--- src/rtl/pbpwr_pkg.sv ---
package pbpwr_pkg;

   typedef enum logic [2:0] {
      ST_REL   = 3'd0,  // off, waiting for the button to be released
      ST_ARM   = 3'd1,  // off, debouncing a power-on press
      ST_BLANK = 3'd2,  // on, handshake blanking window
      ST_ON    = 3'd3,  // on, watching for off requests
      ST_REQ   = 3'd4   // on, interrupt raised
   } pwr_state_t;

   typedef enum logic [1:0] {
      SRC_NONE = 2'd0,
      SRC_BTN  = 2'd1,
      SRC_UV   = 2'd2
   } req_src_t;

   localparam int N_SRC   = 2;
   localparam int IDX_BTN = 0;
   localparam int IDX_UV  = 1;

endpackage

--- src/rtl/pbpwr_tick.sv ---
module pbpwr_tick #(
   parameter int CLKS_PER_MS = 100000
) (
   input  logic clk,
   input  logic rst_n,
   output logic tick
);
   generate
      if (CLKS_PER_MS == 1) begin : g_every
         assign tick = 1'b1;
      end else begin : g_div
         localparam int TW = $clog2(CLKS_PER_MS);
         logic [TW-1:0] cnt;
         assign tick = (cnt == TW'(CLKS_PER_MS - 1));
         always_ff @(posedge clk or negedge rst_n) begin
            if (!rst_n)    cnt <= '0;
            else if (tick) cnt <= '0;
            else           cnt <= cnt + 1'b1;
         end
      end
   endgenerate
endmodule

--- src/rtl/pbpwr_lowdet.sv ---
module pbpwr_lowdet #(
   parameter int LIMIT_MS = 32
) (
   input  logic clk,
   input  logic rst_n,
   input  logic tick,
   input  logic enable,
   input  logic sig_n,
   output logic held
);
   localparam int CW = $clog2(LIMIT_MS + 1);
   logic [CW-1:0] cnt;

   always_ff @(posedge clk or negedge rst_n) begin
      if (!rst_n)
         cnt <= '0;
      else if (!enable || sig_n)
         cnt <= '0;
      else if (tick && cnt != CW'(LIMIT_MS))
         cnt <= cnt + 1'b1;
   end

   assign held = enable && !sig_n && (cnt == CW'(LIMIT_MS));

   // a high input level restarts the low-time count
   a_r2_restart: assert property (@(posedge clk) disable iff (!rst_n)
      sig_n |=> (cnt == '0));
endmodule

--- src/rtl/pbpwr_fsm.sv ---
module pbpwr_fsm
   import pbpwr_pkg::*;
#(
   parameter int BLANK_MS = 512,
   parameter int FORCE_MS = 64,
   parameter int XDLY_W   = 8
) (
   input  logic              clk,
   input  logic              rst_n,
   input  logic              tick,
   input  logic              btn_n,
   input  logic              uv_n,
   input  logic              kill,
   input  logic [N_SRC-1:0]  held,
   input  logic [XDLY_W-1:0] xdly_ms,
   output pwr_state_t        state
);
   localparam int BW = $clog2(BLANK_MS + 1);
   localparam int FW = $clog2(FORCE_MS + (1 << XDLY_W)) + 1;

   req_src_t      src;
   logic [BW-1:0] bcnt;
   logic [FW-1:0] fcnt;
   logic [FW-1:0] flim;
   logic          src_low;

   assign flim    = FW'(FORCE_MS) + FW'(xdly_ms);
   assign src_low = (src == SRC_BTN) ? !btn_n :
                    (src == SRC_UV)  ? !uv_n  : 1'b0;

   always_ff @(posedge clk or negedge rst_n) begin
      if (!rst_n) begin
         state <= ST_REL;
         src   <= SRC_NONE;
         bcnt  <= '0;
         fcnt  <= '0;
      end else begin
         unique case (state)
            ST_REL: begin
               src <= SRC_NONE;
               if (btn_n) state <= ST_ARM;
            end
            ST_ARM: begin
               if (held[IDX_BTN]) begin
                  state <= ST_BLANK;
                  bcnt  <= '0;
               end
            end
            ST_BLANK: begin
               if (tick) begin
                  if (bcnt == BW'(BLANK_MS - 1)) state <= kill ? ST_ON : ST_REL;
                  else                           bcnt  <= bcnt + 1'b1;
               end
            end
            ST_ON: begin
               fcnt <= '0;
               if (!kill)                state <= ST_REL;
               else if (held[IDX_BTN]) begin
                  state <= ST_REQ;
                  src   <= SRC_BTN;
               end else if (held[IDX_UV]) begin
                  state <= ST_REQ;
                  src   <= SRC_UV;
               end
            end
            ST_REQ: begin
               if (!kill) begin
                  state <= ST_REL;
               end else if (src == SRC_NONE) begin
                  fcnt <= '0;
                  if (held[IDX_BTN])     src <= SRC_BTN;
                  else if (held[IDX_UV]) src <= SRC_UV;
               end else if (!src_low) begin
                  src  <= SRC_NONE;
                  fcnt <= '0;
               end else if (tick) begin
                  if (fcnt + FW'(1) == flim) state <= ST_REL;
                  else                       fcnt  <= fcnt + 1'b1;
               end
            end
            default: state <= ST_REL;
         endcase
      end
   end

   // the blanking window only ends on a millisecond tick
   a_r4_blank_hold: assert property (@(posedge clk) disable iff (!rst_n)
      (state == ST_BLANK && !tick) |=> (state == ST_BLANK));

   // kill low after blanking removes power in the next cycle
   a_r7_kill_off: assert property (@(posedge clk) disable iff (!rst_n)
      ((state == ST_ON || state == ST_REQ) && !kill) |=> (state == ST_REL));

   // a held button lock is not stolen by the other source
   a_r8_btn_lock: assert property (@(posedge clk) disable iff (!rst_n)
      (state == ST_REQ && src == SRC_BTN && !btn_n && kill) |=> (src == SRC_BTN));

   // a held undervoltage lock is not stolen by the button
   a_r8_uv_lock: assert property (@(posedge clk) disable iff (!rst_n)
      (state == ST_REQ && src == SRC_UV && !uv_n && kill) |=> (src == SRC_UV));

   // a forced power-off only happens on a tick
   a_r9_force_tick: assert property (@(posedge clk) disable iff (!rst_n)
      (state == ST_REQ && kill && !tick) |=> (state == ST_REQ));

   // no re-arm while the button is still held
   a_r12_rearm: assert property (@(posedge clk) disable iff (!rst_n)
      (state == ST_REL && !btn_n) |=> (state == ST_REL));
endmodule

--- src/rtl/pbpwr_seq.sv ---
module pbpwr_seq
   import pbpwr_pkg::*;
#(
   parameter int CLKS_PER_MS = 100000,
   parameter int DB_MS       = 32,
   parameter int BLANK_MS    = 512,
   parameter int FORCE_MS    = 64,
   parameter int XDLY_W      = 8
) (
   input  logic              clk,
   input  logic              rst_n,
   input  logic              btn_n,
   input  logic              uv_n,
   input  logic              kill,
   input  logic [XDLY_W-1:0] xdly_ms,
   output logic              irq,
   output logic              pwr_en,
   output logic              pwr_en_n
);
   generate
      if (CLKS_PER_MS < 1) begin : g_bad_clk
         $error("CLKS_PER_MS must be at least 1");
      end
      if (DB_MS < 1) begin : g_bad_db
         $error("DB_MS must be at least 1");
      end
      if (BLANK_MS < 1) begin : g_bad_blank
         $error("BLANK_MS must be at least 1");
      end
      if (FORCE_MS < 1) begin : g_bad_force
         $error("FORCE_MS must be at least 1");
      end
      if (XDLY_W < 1 || XDLY_W > 16) begin : g_bad_xw
         $error("XDLY_W must be between 1 and 16");
      end
   endgenerate

   logic             tick;
   pwr_state_t       state;
   logic [N_SRC-1:0] held;
   logic [N_SRC-1:0] det_en;
   logic [N_SRC-1:0] det_in;

   pbpwr_tick #(.CLKS_PER_MS(CLKS_PER_MS)) u_tick (
      .clk(clk), .rst_n(rst_n), .tick(tick)
   );

   assign det_in[IDX_BTN] = btn_n;
   assign det_in[IDX_UV]  = uv_n;
   assign det_en[IDX_BTN] = (state == ST_ARM) || (state == ST_ON) || (state == ST_REQ);
   assign det_en[IDX_UV]  = (state == ST_ON) || (state == ST_REQ);

   generate
      for (genvar i = 0; i < N_SRC; i++) begin : g_det
         pbpwr_lowdet #(.LIMIT_MS(DB_MS)) u_det (
            .clk(clk), .rst_n(rst_n), .tick(tick),
            .enable(det_en[i]), .sig_n(det_in[i]), .held(held[i])
         );
      end
   endgenerate

   pbpwr_fsm #(
      .BLANK_MS(BLANK_MS), .FORCE_MS(FORCE_MS), .XDLY_W(XDLY_W)
   ) u_fsm (
      .clk(clk), .rst_n(rst_n), .tick(tick), .btn_n(btn_n), .uv_n(uv_n),
      .kill(kill), .held(held), .xdly_ms(xdly_ms), .state(state)
   );

   assign pwr_en   = (state == ST_BLANK) || (state == ST_ON) || (state == ST_REQ);
   assign pwr_en_n = !pwr_en;
   assign irq      = (state == ST_REQ);

   // power only comes up after the button was seen low
   a_r3_btn_only: assert property (@(posedge clk) disable iff (!rst_n)
      $rose(pwr_en) |-> $past(!btn_n));

   // the interrupt rises only after a completed debounce
   a_r6_irq_cause: assert property (@(posedge clk) disable iff (!rst_n)
      $rose(irq) |-> $past(held != '0));

   // the interrupt never outlives power
   a_r12_irq_pwr: assert property (@(posedge clk) disable iff (!rst_n)
      irq |-> pwr_en);
endmodule

--- config.mk ---
export PLATFORM = sky130hd
export DESIGN_NAME = pbpwr_seq
export DESIGN_NICKNAME = d
export VERILOG_FILES = /design/src/rtl/pbpwr_pkg.sv /design/src/rtl/pbpwr_tick.sv /design/src/rtl/pbpwr_lowdet.sv /design/src/rtl/pbpwr_fsm.sv /design/src/rtl/pbpwr_seq.sv
export SDC_FILE = /design/constraint.sdc
export NUM_CORES = 1
export LEC_CHECK = 0
export BUFFER_PORTS_ARGS = -buffer_cell sky130_fd_sc_hd__buf_2
export CAP_MARGIN = 0
export CORE_MARGIN = 5
export CORE_UTILIZATION = 50
export CTS_BUF_LIST = sky130_fd_sc_hd__clkbuf_8 sky130_fd_sc_hd__clkbuf_16
export DETAILED_ROUTE_END_ITERATION = 10
export GPL_ROUTABILITY_DRIVEN = 0
export PLACE_DENSITY = 0.69
export SLEW_MARGIN = 20
export SYNTH_ARGS = -nofsm -noshare
export SYNTH_HDL_FRONTEND = slang
export SYNTH_SLANG_ARGS = --single-unit
--- constraint.sdc ---
create_clock -name clk -period 2.75 [get_ports clk]
set_clock_uncertainty 0.05 [all_clocks]
set_input_delay 0.55 -clock clk [delete_from_list [all_inputs] [get_ports clk]]
set_output_delay 0.55 -clock clk [all_outputs]
set_load 0.02 [all_outputs]
==> results of run 1 <==
[worst max-delay path, stage by stage (launching register included)]
cell and delay, ns:
dfrtp_1 0.44, ha_1 0.30, nor2b_1 0.25, a211oi_1 0.10
o31ai_1 0.41, nand4_4 0.19, nor2_1 0.18, o21ai_1 0.14
a2111oi_4 0.28
[sequential cells by signal, summed over array words and instances, names as in the netlist]
register and count:
u_fsm.bcnt 10, u_fsm.src 2, g_det.u_det.cnt 12, u_tick.g_div.cnt 17, u_fsm.state 3, u_fsm.fcnt 10
[area by class of cell]
type,instances,area (um2),share of cell area (%)
Tap cell,77,96.3,2.73
Timing Repair Buffer,25,163,4.61
Inverter,15,56.3,1.60
Clock buffer,6,82.6,2.34
Multi-Input combinational cell,268,1780,50.4
Sequential cell,54,1350,38.3
[per-layer routing]
| layer | up-vias | track usage [%] | routed length [um] |
|---|---|---|---|
| met2 | 33 | 27.1 | 3100 |
| li1 | 1259 | - | - |
| met1 | 1158 | 22.6 | 3040 |
| met4 | 0 | 3.97 | 64 |
| met3 | 7 | 3.58 | 193 |
| met5 | - | 0 | 0 |
[power by group through the flow]
stage | Clock [mW] | Sequential, mW | Combinational [mW]
finish | 0.429 | 0.793 | 0.0549
global route | 0.485 | 0.793 | 0.0632
CTS | 0.452 | 0.793 | 0.0566
detailed placement | 0 | 0.809 | 0.0564
global placement | 0 | 0.809 | 0.0552
floorplan | 0 | 0.809 | 0.0223
[worst max-delay path by stage]
stage                        startpoint              to  slack, ns  depth (start not counted)
after detailed placement     xdly_ms[6]   u_fsm.fcnt[4]       0.14                          9
after global placement       xdly_ms[6]   u_fsm.fcnt[2]       0.21                          9
after floorplan              xdly_ms[6]   u_fsm.fcnt[2]       0.43                          8
after CTS                 u_fsm.fcnt[0]  u_fsm.state[0]       0.30                          8
final                     u_fsm.fcnt[0]  u_fsm.state[0]       0.30                          8
after global routing      u_fsm.fcnt[0]   u_fsm.fcnt[4]       0.09                          8
[metrics by stage]
step / utilization, % / total power [mW] / setup WS, ns
after global routing: 55.9 / 1.34 / 0.0919
after detailed placement: 54.6 / 0.865 / 0.138
after global placement: 54.6 / 0.864 / 0.212
final: 55.9 / 1.28 / 0.297
after floorplan: - / 0.832 / 0.430
after CTS: 55.9 / 1.30 / 0.305
[cell usage after synthesis (2+ instances only)]
cell / instances
nor3_1: 10
xnor2_1: 17
buf_6: 2
nand3_1: 18
o211ai_1: 7
ha_1: 8
nand2_1: 28
nor3b_1: 2
nor2_1: 48
nor4bb_1: 2
and3_1: 7
o31ai_1: 6
a211oi_1: 2
dfrtp_1: 54
or4_1: 4
inv_1: 15
o21ai_1: 4
clkbuf_1: 5
nand4_1: 11
and2_1: 2
nor2b_1: 3
nor4_1: 2
a2111oi_4: 2
or3_1: 3
or2_2: 4
xor2_1: 26
nand2b_1: 2
a21oi_1: 9
o21ai_0: 8
a21o_1: 3
[cell families after synthesis]
group,Yosys count,synth area share (%)
AOI/OAI and AO/OA,53,12.7
xor gates and xnor gates,43,11.7
adders and majority gates,8,3.10
buffers and inverters,23,3.17
DFF,54,41.8
muxes,2,0.658
and+or+nand+nor,162,26.9
==> flow_metrics.tcl, run 1 <==
set metrics [dict create \
    synth_area_leaders "dfrtp_1 (42%), xor2_1 (7.0%), nor2_1 (5.6%), xnor2_1 (4.6%), nand2_1 (3.3%)" \
    path_class "flip-flop to flip-flop" \
    io_buffers 15 \
    fin_crit_sh_pct 89.2 \
    ir_drop_uv 199 \
    area.growth.synth_to_final_pct 9.14 \
    clkPwrFrac_pct 33.6 \
    pin_count 16 \
    crit_fanout 5 \
    start_util_pct 51.2 \
    crit_path_end_kind "flip-flop" \
    critPathArrivalTime_ns 2.60 \
    synth_area_um2 3230 \
    switchingPower_mw 0.269 \
    worst_pin_slew_ns 0.636 \
    power.density_nw_per_um2 362 \
    synthFlopType "dfrtp_1" \
    grt_start_max_net_pins 29 \
    row_count 29 \
    drt_wl_total_um 6400 \
    drc 0 \
    status "completed" \
    synth_nets 366 \
    cts-htree-levels 2 \
    hold_violations 0 \
    swShare_pct 21.1 \
    grt_pass1_vias 2456 \
    r2r-end "u_fsm.state[0]" \
    drive_above_1_share_pct 13.9 \
    place_inst 439 \
    die_x_um 90.4 \
    drt_iter0_drc 106 \
    final_common_cell "dfrtp_1" \
    seq_area_frac_synth_pct 41.8 \
    clk_latency_ns 0.30 \
    r2r_cells 8 \
    drv_slew 0 \
    pwr-share-comb_pct 4.3 \
    stdcell_count 445 \
    die-area_um2 8170 \
    synth-seq-cells 54 \
    r2r_setup_slack_ns 0.30 \
    min_path_type "primary input to async pin" \
    period_needed_ns 2.45 \
    required_ns 2.90 \
    setup-violations-final 0 \
    cp-start-kind "flip-flop" \
    die_h_um 90.4 \
    ant_nets 0 \
    clock.fmax_ghz 0.408 \
    synth_edf_count 0 \
    synth.largest_area_cell "dfrtp_1" \
    core_um2 6310 \
    cts_tree "yes" \
    cts_root_buffer "clkbuf_8" \
    async_reset_ff_share_pct 100 \
    synth_top_area_share_pct 41.8 \
    ctsHoldBuffers 0 \
    via_per_inst 5.52 \
    intPower_mw 1.01 \
    setup-tns-final_ns 0 \
    nNetsFinal 390 \
    antenna_found_initial 0 \
    path_clk_slew_ns 0.09 \
    hold_ws_ns 0.220 \
    relSlewSlack_pct 57.6 \
    placed_cell_area_um2 3440 \
    grt_use_total_pct 16.6 \
    post_cts_buffers 0 \
    ys_warn_count 0 \
    post-dp-hpwl_um 4790 \
    pwr-share-seq_pct 62.1 \
    cts_made_buffers 5 \
    crit-reg2reg-launch "u_fsm.fcnt[0]" \
    most-common-layout-cells "dfrtp_1 (54), nor2_1 (48), nand2_1 (28)" \
    cts_buffer_depth 2 \
    syn_avg_cell_area_um2 9.37 \
    rsz0062_at_grt "no" \
    dr.pass1.iters 4 \
    globalRouteOverflowTotal 0 \
    cts.sink_count 54 \
    max-cap-violations 0 \
    synth_cell_types 61 \
    grt_pass1_wl_um 11500 \
    diodes 0 \
    power_leakage_nw 1.45 \
    vias 2457 \
    syn_inst 345 \
    nFillCells 575 \
    post_cts_resized 0 \
    wl_per_cell_um 14.4 \
    design_area_um2 3530 \
]
No activity file was read; power rests on OpenSTA's default activity.
==> run 2, diff against run 1 <==
--- a/config.mk
+++ b/config.mk
@@ -5,14 +5,15 @@
 export SDC_FILE = /design/constraint.sdc
 export NUM_CORES = 1
 export LEC_CHECK = 0
-export BUFFER_PORTS_ARGS = -buffer_cell sky130_fd_sc_hd__buf_2
 export CAP_MARGIN = 0
 export CORE_MARGIN = 5
 export CORE_UTILIZATION = 50
 export CTS_BUF_LIST = sky130_fd_sc_hd__clkbuf_8 sky130_fd_sc_hd__clkbuf_16
+export CTS_CLUSTER_SIZE = 25
 export DETAILED_ROUTE_END_ITERATION = 10
+export DONT_BUFFER_PORTS = 1
 export GPL_ROUTABILITY_DRIVEN = 0
-export PLACE_DENSITY = 0.69
+export PLACE_DENSITY = 0.67
 export SLEW_MARGIN = 20
 export SYNTH_ARGS = -nofsm -noshare
 export SYNTH_HDL_FRONTEND = slang
==> run 2 against run 1 <==
Critical path type unchanged. Largest cell class unchanged. Power rose by 7.8%. Via count barely moved. Fmax fell by 0.12%. Critical path depth shrank 1.
==> flow_metrics.tcl, run 2 (synthesis gave the netlist of run 1 again) <==
set metrics [dict create \
    worst_pin_slew_ns 0.527 \
    wl_met2_um 3080 \
    reg_top3 "u_tick.g_div.cnt (17), g_det.u_det.cnt (12)" \
    drive_above_1_share_pct 10.7 \
    hold_violations 0 \
    power_leakage_nw 1.41 \
    core_um2 6310 \
    final_common_cell "dfrtp_1" \
    crit_path_end_kind "flip-flop" \
    drc 0 \
    worst_slack_ns 0.294 \
    diodes 0 \
    fin_crit_sh_pct 89.3 \
    ir_drop_uv 214 \
    grt_start_max_net_pins 55 \
    post-dp-hpwl_um 4590 \
    path_cells "nand4_2 -> or3_4 -> a2111oi_4 -> nand4_4 -> nor2_1 -> o21ai_1 -> a2111oi_4" \
    placed_cell_area_um2 3350 \
    required_ns 2.91 \
    crit_fanout 9 \
    critPathArrivalTime_ns 2.62 \
    via_per_inst 5.69 \
    cts-htree-levels 2 \
    relSlewSlack_pct 64.4 \
    ant_nets 0 \
    die-area_um2 8170 \
    period_needed_ns 2.46 \
    min_path_type "primary input to async pin" \
    cts_root_buffer "clkbuf_8" \
    die_h_um 90.4 \
    regMostFlops "u_tick.g_div.cnt" \
    most-common-layout-cells "dfrtp_1 (54), nor2_1 (48), nand2_1 (28)" \
    wl_per_cell_um 15.0 \
    cp_slowest_stage_delay_ns 0.54 \
    io_buffers 0 \
    status "completed" \
    vias 2456 \
    wl_met3_um 224 \
    drt_iter0_drc 90 \
    grt_pass1_vias 2342 \
    pin_count 16 \
    cts_made_buffers 5 \
    highest-signal-layer "met4" \
    grt_pass1_wl_um 11500 \
    dp_slack_ns 0.248 \
    cts.sink_count 54 \
    grt_use_total_pct 16.5 \
    setup-violations-final 0 \
    design_area_um2 3500 \
    clk_latency_ns 0.31 \
    path_class "flip-flop to flip-flop" \
    globalRouteOverflowTotal 0 \
    rsz0062_at_grt "no" \
    power.density_nw_per_um2 394 \
    drt-met1-wl_um 3080 \
    drv_slew 0 \
    dr.pass1.iters 4 \
    area.growth.synth_to_final_pct 8.25 \
    cp-start-kind "flip-flop" \
    path_clk_slew_ns 0.10 \
    row_count 29 \
    cts_buffer_depth 2 \
    max-cap-violations 0 \
    die_x_um 90.4 \
    cpMostUsedCell "a2111oi_4" \
    hold_ws_ns 0.0330 \
    post_cts_buffers 0 \
    nNetsFinal 375 \
    clock.fmax_ghz 0.407 \
    cts_tree "yes" \
    setup-tns-final_ns 0 \
    slowest_stage "dfrtp_1" \
    largest_register_ffs 17 \
    start_util_pct 51.2 \
    antenna_found_initial 0 \
    drt_wl_total_um 6470 \
]
[run 2: cell types whose count changed in the layout (fill, tap and decap cells not counted), sizes merged]
cell,before,now
buf,25,10
bufinv,0,1
clkbuf,6,5
clkinvlp,0,1
inv,15,16
[run 2: power breakdown]
part / switching, mW / internal, mW
logic: 0.0304 / 0.0173
registers: 0.000000000000104 / 0.793
clock network: 0.268 / 0.268
total: 0.298 / 1.08
[run 2: layout make-up]
class	instances	area (um2)
repair buffers	10	95.1
multi-input cells	268	1790
fillers	577	2820
inverters	15	56.3
clock buffers	5	68.8
well taps	77	96.3
clock inverters	3	41.3
flip-flops and latches	54	1350
[run 2: critical path: cells and delay by family, from the launching register on]
kind | cells | cell delay (ns)
AND/OR/NAND/NOR | 4 | 0.93
AO/OA/AOI/OAI | 3 | 0.85
flip-flops | 1 | 0.54
[run 2: worst paths after layout]
path | from | endpoint | slack, ns | cells after the start
worst min register to register | u_tick.g_div.cnt[0] | u_tick.g_div.cnt[0] | 0.44 | 1
min in group clk | kill | u_fsm.state[1] | 0.36 | 2
worst min-delay path | rst_n | u_tick.g_div.cnt[8] | 0.03 | 1
worst max-delay path | u_fsm.fcnt[3] | u_fsm.state[0] | 0.29 | 7
max in group asynchronous | rst_n | g_det[1].u_det.cnt[0] | 2.37 | 1
worst max register to register | u_fsm.fcnt[3] | u_fsm.state[0] | 0.29 | 7
[run 2: per-stage QoR]
| stage | cells | power [mW] | util, % |
|---|---|---|---|
| 2_1_floorplan | 345 | 0.832 | - |
| 3_3_place_gp | 423 | 0.835 | 53.1 |
| 3_5_place_dp | 423 | 0.836 | 53.1 |
| 4_1_cts | 432 | 1.40 | 55.2 |
| 5_1_grt | 432 | 1.43 | 55.4 |
| 6_report | 432 | 1.38 | 55.4 |
[run 2: routing by layer]
metal | global-route usage (%) | vias to the layer above
met4 | 3.85 | 0
met5 | 0 | -
met2 | 26.4 | 35
met1 | 22.8 | 1180
met3 | 3.42 | 10
li1 | - | 1231
[run 2: what timing repair did]
action                     in CTS  in global routing
setup endpoints to repair       0                  4
hold buffers                    1                  0
hold endpoints to repair       54                  0
resized for setup               0                  2
